`config.mk`:
```
export PLATFORM = sky130hd
export DESIGN_NAME = kdi_monitor
export DESIGN_NICKNAME = d
export VERILOG_FILES = /design/src/rtl/kdi_pkg.sv /design/src/rtl/kdi_cmd_tracker.sv /design/src/rtl/kdi_done_window.sv /design/src/rtl/kdi_fault_sticky.sv /design/src/rtl/kdi_monitor.sv
export SDC_FILE = /design/constraint.sdc
export NUM_CORES = 1
export LEC_CHECK = 0
export BUFFER_PORTS_ARGS = -buffer_cell sky130_fd_sc_hd__clkbuf_2
export CAP_MARGIN = 20
export CORE_AREA = 2 2 39 41
export DETAILED_ROUTE_END_ITERATION = 12
export DIE_AREA = 0 0 41 43
export MAX_ROUTING_LAYER = met4
export PLACE_DENSITY = 0.59
export SYNTH_ARGS = -nofsm -noshare
export SYNTH_HDL_FRONTEND = slang
export SYNTH_SLANG_ARGS = --single-unit
```
`constraint.sdc`:
```
create_clock -name clk -period 2.2 [get_ports clk]
set_clock_uncertainty 0.05 [all_clocks]
set_input_delay 0.22 -clock clk [delete_from_list [all_inputs] [get_ports clk]]
set_output_delay 0.22 -clock clk [all_outputs]
set_load 0.005 [all_outputs]
```
`src/rtl/kdi_pkg.sv`:
```
package kdi_pkg;
  localparam int CMD_W    = 3;
  localparam int CMD_ADV  = 0;
  localparam int CMD_ID   = 1;
  localparam int CMD_GEN  = 2;
  localparam int FAULT_W  = 3;
  localparam int FLT_CMD  = 0;
  localparam int FLT_DONE = 1;
  localparam int FLT_CTRL = 2;
endpackage

```
`src/rtl/kdi_cmd_tracker.sv`:
```
module kdi_cmd_tracker #(
  parameter int W = 3
) (
  input  logic         clk,
  input  logic         rst,
  input  logic [W-1:0] strobe,
  input  logic         done_ok,
  output logic         op_active,
  output logic         cmd_err
);
  localparam int CW = $clog2(W + 1);

  logic         busy_q;
  logic [W-1:0] cmd_q;
  logic [CW-1:0] hot_cnt;
  logic         multi, single, start, mismatch;

  always_comb begin
    hot_cnt  = CW'($countones(strobe));
    multi    = hot_cnt > CW'(1);
    single   = hot_cnt == CW'(1);
    start    = !busy_q && single;
    mismatch = busy_q && !multi && (strobe != cmd_q);
    cmd_err  = multi || mismatch;
    op_active = busy_q || start;
  end

  always_ff @(posedge clk) begin
    if (rst) begin
      busy_q <= 1'b0;
      cmd_q  <= '0;
    end else if (busy_q && done_ok) begin
      busy_q <= 1'b0;
      cmd_q  <= '0;
    end else if (start) begin
      busy_q <= 1'b1;
      cmd_q  <= strobe;
    end
  end

  // captured command is locked until done is accepted
  p_cmd_locked_r3: assert property (@(posedge clk) disable iff (rst)
    (busy_q && !done_ok) |=> (busy_q && cmd_q == $past(cmd_q)));

  // a captured command is always a single strobe
  p_cmd_onehot_r2: assert property (@(posedge clk) disable iff (rst)
    busy_q |-> $onehot(cmd_q));
endmodule

```
`src/rtl/kdi_done_window.sv`:
```
module kdi_done_window (
  input  logic clk,
  input  logic rst,
  input  logic op_active,
  input  logic last_sent,
  input  logic eng_done,
  output logic done_ok,
  output logic done_err
);
  logic win_q;

  always_comb begin
    done_ok  = eng_done && win_q;
    done_err = eng_done && !win_q;
  end

  always_ff @(posedge clk) begin
    if (rst)                        win_q <= 1'b0;
    else if (win_q && eng_done)     win_q <= 1'b0;
    else if (last_sent && op_active) win_q <= 1'b1;
  end

  // an accepted done closes the window
  p_win_closes_r7: assert property (@(posedge clk) disable iff (rst)
    (win_q && eng_done) |=> !win_q);

  // the window only opens after a final beat
  p_win_opens_r6: assert property (@(posedge clk) disable iff (rst)
    $rose(win_q) |-> $past(last_sent));
endmodule

```
`src/rtl/kdi_fault_sticky.sv`:
```
module kdi_fault_sticky #(
  parameter int W = 3
) (
  input  logic         clk,
  input  logic         rst,
  input  logic [W-1:0] evt,
  output logic [W-1:0] status,
  output logic         alert
);
  logic [W-1:0] flag_q;
  logic         alert_q;

  for (genvar i = 0; i < W; i++) begin : g_flag
    always_ff @(posedge clk) begin
      if (rst) flag_q[i] <= 1'b0;
      else     flag_q[i] <= flag_q[i] | evt[i];
    end

    // each status bit holds once set
    p_sticky_r10: assert property (@(posedge clk) disable iff (rst)
      flag_q[i] |=> flag_q[i]);
  end

  always_ff @(posedge clk) begin
    if (rst) alert_q <= 1'b0;
    else     alert_q <= alert_q | (|evt);
  end

  assign status = flag_q;
  assign alert  = alert_q;

  // alert mirrors the OR of status bits
  p_alert_tracks_r9: assert property (@(posedge clk) disable iff (rst)
    alert_q == (|flag_q));
endmodule

```
`src/rtl/kdi_monitor.sv`:
```
module kdi_monitor
  import kdi_pkg::*;
(
  input  logic               clk,
  input  logic               rst,
  input  logic               adv_en,
  input  logic               id_en,
  input  logic               gen_en,
  input  logic               op_disable,
  input  logic               last_sent,
  input  logic               eng_done,
  output logic [FAULT_W-1:0] fault_status,
  output logic               fatal_alert
);
  logic [CMD_W-1:0]   strobe;
  logic [FAULT_W-1:0] evt;
  logic op_active, cmd_err, done_ok, done_err;

  always_comb begin
    strobe          = '0;
    strobe[CMD_ADV] = adv_en;
    strobe[CMD_ID]  = id_en;
    strobe[CMD_GEN] = gen_en;
  end

  kdi_cmd_tracker #(.W(CMD_W)) u_cmd (
    .clk(clk), .rst(rst), .strobe(strobe), .done_ok(done_ok),
    .op_active(op_active), .cmd_err(cmd_err)
  );

  kdi_done_window u_win (
    .clk(clk), .rst(rst), .op_active(op_active), .last_sent(last_sent),
    .eng_done(eng_done), .done_ok(done_ok), .done_err(done_err)
  );

  always_comb begin
    evt           = '0;
    evt[FLT_CMD]  = cmd_err;
    evt[FLT_DONE] = done_err;
    evt[FLT_CTRL] = op_disable && (adv_en || gen_en);
  end

  kdi_fault_sticky #(.W(FAULT_W)) u_flt (
    .clk(clk), .rst(rst), .evt(evt),
    .status(fault_status), .alert(fatal_alert)
  );

  // more than one strobe flags a command fault
  p_multi_strobe_r2: assert property (@(posedge clk) disable iff (rst)
    ($countones({adv_en, id_en, gen_en}) > 1) |=> fault_status[FLT_CMD]);

  // advance or generate under disable flags a control fault
  p_disable_strobe_r8: assert property (@(posedge clk) disable iff (rst)
    (op_disable && (adv_en || gen_en)) |=> fault_status[FLT_CTRL]);

  // done with no prior final beat flags a done fault
  p_stray_done_r6: assert property (@(posedge clk) disable iff (rst)
    (eng_done && !$past(last_sent) && !$past(op_active)) |=> fault_status[FLT_DONE]);
endmodule

```
==> impl_results.md <==
- Antenna violations before repair: 0
- CTS tree: yes
- Syn_nets: 52
- Post-DP HPWL: 587.9 um
- Peak VDD IR: 319.7 uV
- Largest area contributor in the netlist: dfxtp_1
- Via/cell ratio: 4.438
- Detail Route Antenna Nets: 0
- Placed Area: 481.7 um2
- XOR/XNOR Fraction of Synth Area: 0.06462
- Slew Limit Fails: 0
- H-tree Lvls: 1
- Maximum single-stage delay on the critical path: 0.57 ns
- Leak: 0.2347 nW
- DR iter-0 viols: 2
- Core area: 1384 um2
- Most frequent cells in the layout: clkbuf_2 (11), nor2_1 (10), dfxtp_1 (9), nor2b_1 (4)
- Critical path data arrival time: 1.47 ns
- Total track usage: 0.1169
- DR WL/cell: 10.07 um
- Sequential area share after synthesis: 0.4431
- Max Cap Viol: 0
- Total negative slack: 0 ns
- Simple-gate share of the synthesized area: 0.2308
- CTS Buffer Depth: 2
- Minimum clock period: 1.364 ns
- Actual slew at the worst max-slew pin: 0.3083 ns
- Port bufs: 11
- Worst EP required: 2.30 ns
- CP Launch Type: input port
- Nets@finish: 68
- Layout filler cell count: 169
- Tcrit/Tclk final: 0.6201
- Congestion Overflow GR: 0
- Mux cell area share after synthesis: 0.07385
- Slew Limit Headroom: 0.7927
- Complex-gate fraction of the synthesized area: 0.08923
- Pwr/cell area: 750.5 nW/um2
- RSZ-0062 raised after global routing: false
- Cts repair resizes: 0
- Worst min path class: in -> reg
- Synth-to-Final Area Change: 24.92%
- Total wire length: 735 um
- Crit. End Element: flip-flop
- Layout cells sized above 1: 0.2807
- # diodes: 0
- CTS Buf Count: 3
- Synthesized flop and latch total: 9
- Finished Cell Area: 508.0 um2
- # DRC: 0
- Syn_area_per_cell: 9.682 um2
- Most common cell after layout, fill and taps aside: clkbuf_2
- Clk root buf: clkbuf_4
- Final Hold Fails: 0
- CTS hold repair buffers: 0
- Total number of vias: 324
- RD Place Congestion: 0.6948
- CP max FO: 4
- Post-synth cell types: 15
- Die area: 1763 um2
- Yosys top cell area share: 0.4431
- Io pins: 12
- # clock sinks: 9
- Std-Cell Rows: 14
- Synth Cell Area: 406.6 um2
- Starting density of the core: 0.2939
- Setup Buffers After CTS: 0
- Vias in the first global route: 290
- Slowest library cell on the worst path: fa_1
- Largest family of logic cells by synthesized area: simple AND/OR/NAND/NOR gates
- Cells after Synth: 42
- Vert. Die Dim: 43 um
- Pre-Repair DR Iteration Count: 2
- Reg clk slew, reported paths: 0.06 ns
- Chip width: 41 um
- Final-report setup violation count: 0
- YS warnings: 0
- Achievable Freq: 733.0 MHz
- Worst-skew pair later-pin latency: 0.26 ns
- Crit-path cells: clkbuf_2 > fa_1 > nor3b_4 > mux2i_1 > nor2_1
- Adder-cell share of the synthesized area: 0.08000
- Largest net degree at the start of global routing: 7
- Synth top area cells: dfxtp_1 (44%), nor2_1 (9.2%), mux2i_1 (7.4%), xor2_1 (6.5%), nor2b_1 (6.2%)
- First-pass GRT wire length: 1.242 mm
- Setup CP Type: in -> reg
- Status: completed
cells by family (layout without fill, tap and decap cells):
logic type                 after synthesis  in the layout
AOI/OAI and AO/OA                        6              6
xor gates and xnor gates                 3              3
adders and majority gates                2              2
buffers and inverters                    2             17
DFF                                      9              9
muxes                                    3              3
and+or+nand+nor                         17             17
critical path, delay by kind of cell:
family                   cells  cell delay (ns)
adder cells (fa/ha/maj)      1             0.57
AND/OR/NAND/NOR              2             0.32
multiplexers                 1             0.22
buffers and inverters        1             0.13
power breakdown:
| group | internal, W | leakage (nW) | switching, W |
|---|---|---|---|
| Sequential | 0.000177 | 0.0745 | 0.0000105 |
| Clock | 0.0000699 | 0.0150 | 0.0000582 |
| Combinational | 0.0000343 | 0.145 | 0.0000310 |
| Total | 0.000281 | 0.235 | 0.0000997 |
flip-flops by register name, indices dropped and copies added (netlist names):
register	cells
u_cmd.busy_q	1
u_win.win_q	1
u_cmd.cmd_q	3
u_flt.alert	1
u_flt.status	3
layout make-up:
cell class / count / area (um2) / share of cell area
Multi-Input combinational cell: 31 / 219.0 / 0.4310
Timing Repair Buffer: 11 / 55.05 / 0.1084
Tap cell: 16 / 20.02 / 0.03941
Clock buffer: 4 / 26.28 / 0.05172
Inverter: 2 / 7.507 / 0.01478
Sequential cell: 9 / 180.2 / 0.3547
path summary, 6_finish.rpt:
check | end | cells after the start | slack [ns] | startpoint
max reg2reg | u_cmd.cmd_q[0] | 3 | 1.12 | u_cmd.busy_q
min reg2reg | u_flt.status[2] | 2 | 0.42 | u_flt.status[2]
max | u_cmd.cmd_q[0] | 5 | 0.84 | adv_en
min | u_win.win_q | 2 | 0.16 | rst
synthesized netlist by cell type:
library cell	count
nor2_1	10
dfxtp_1	9
nor2b_1	4
a21oi_1	3
mux2i_1	3
xor2_1	3
inv_1	2
a31o_2	1
fa_1	1
ha_1	1
nand2b_1	1
nor3b_4	1
nor4_1	1
o21ai_0	1
o31ai_1	1
metal layers:
layer / vias up / share of wire / GRT usage
met4: 0 / 0.019 / 0.08000
met1: 140 / 0.44 / 0.1275
met5: - / 0 / -
met2: 14 / 0.44 / 0.1438
li1: 168 / - / -
met3: 2 / 0.10 / 0.08377
metrics by stage:
step	power [W]	setup WS [ns]	hold WS, ns	instances	util
CTS	0.0003906	0.8245	0.1449	73	0.3671
global placement	0.0002563	0.5831	0.3995	69	0.3481
finish	0.0003812	0.8357	0.1552	73	0.3671
detailed placement	0.0002575	0.5638	0.4154	69	0.3481
floorplan	0.0002327	0.7943	0.2391	42	-
global route	0.0004110	0.7892	0.1437	73	0.3671
(Power assumes the default switching activity.)
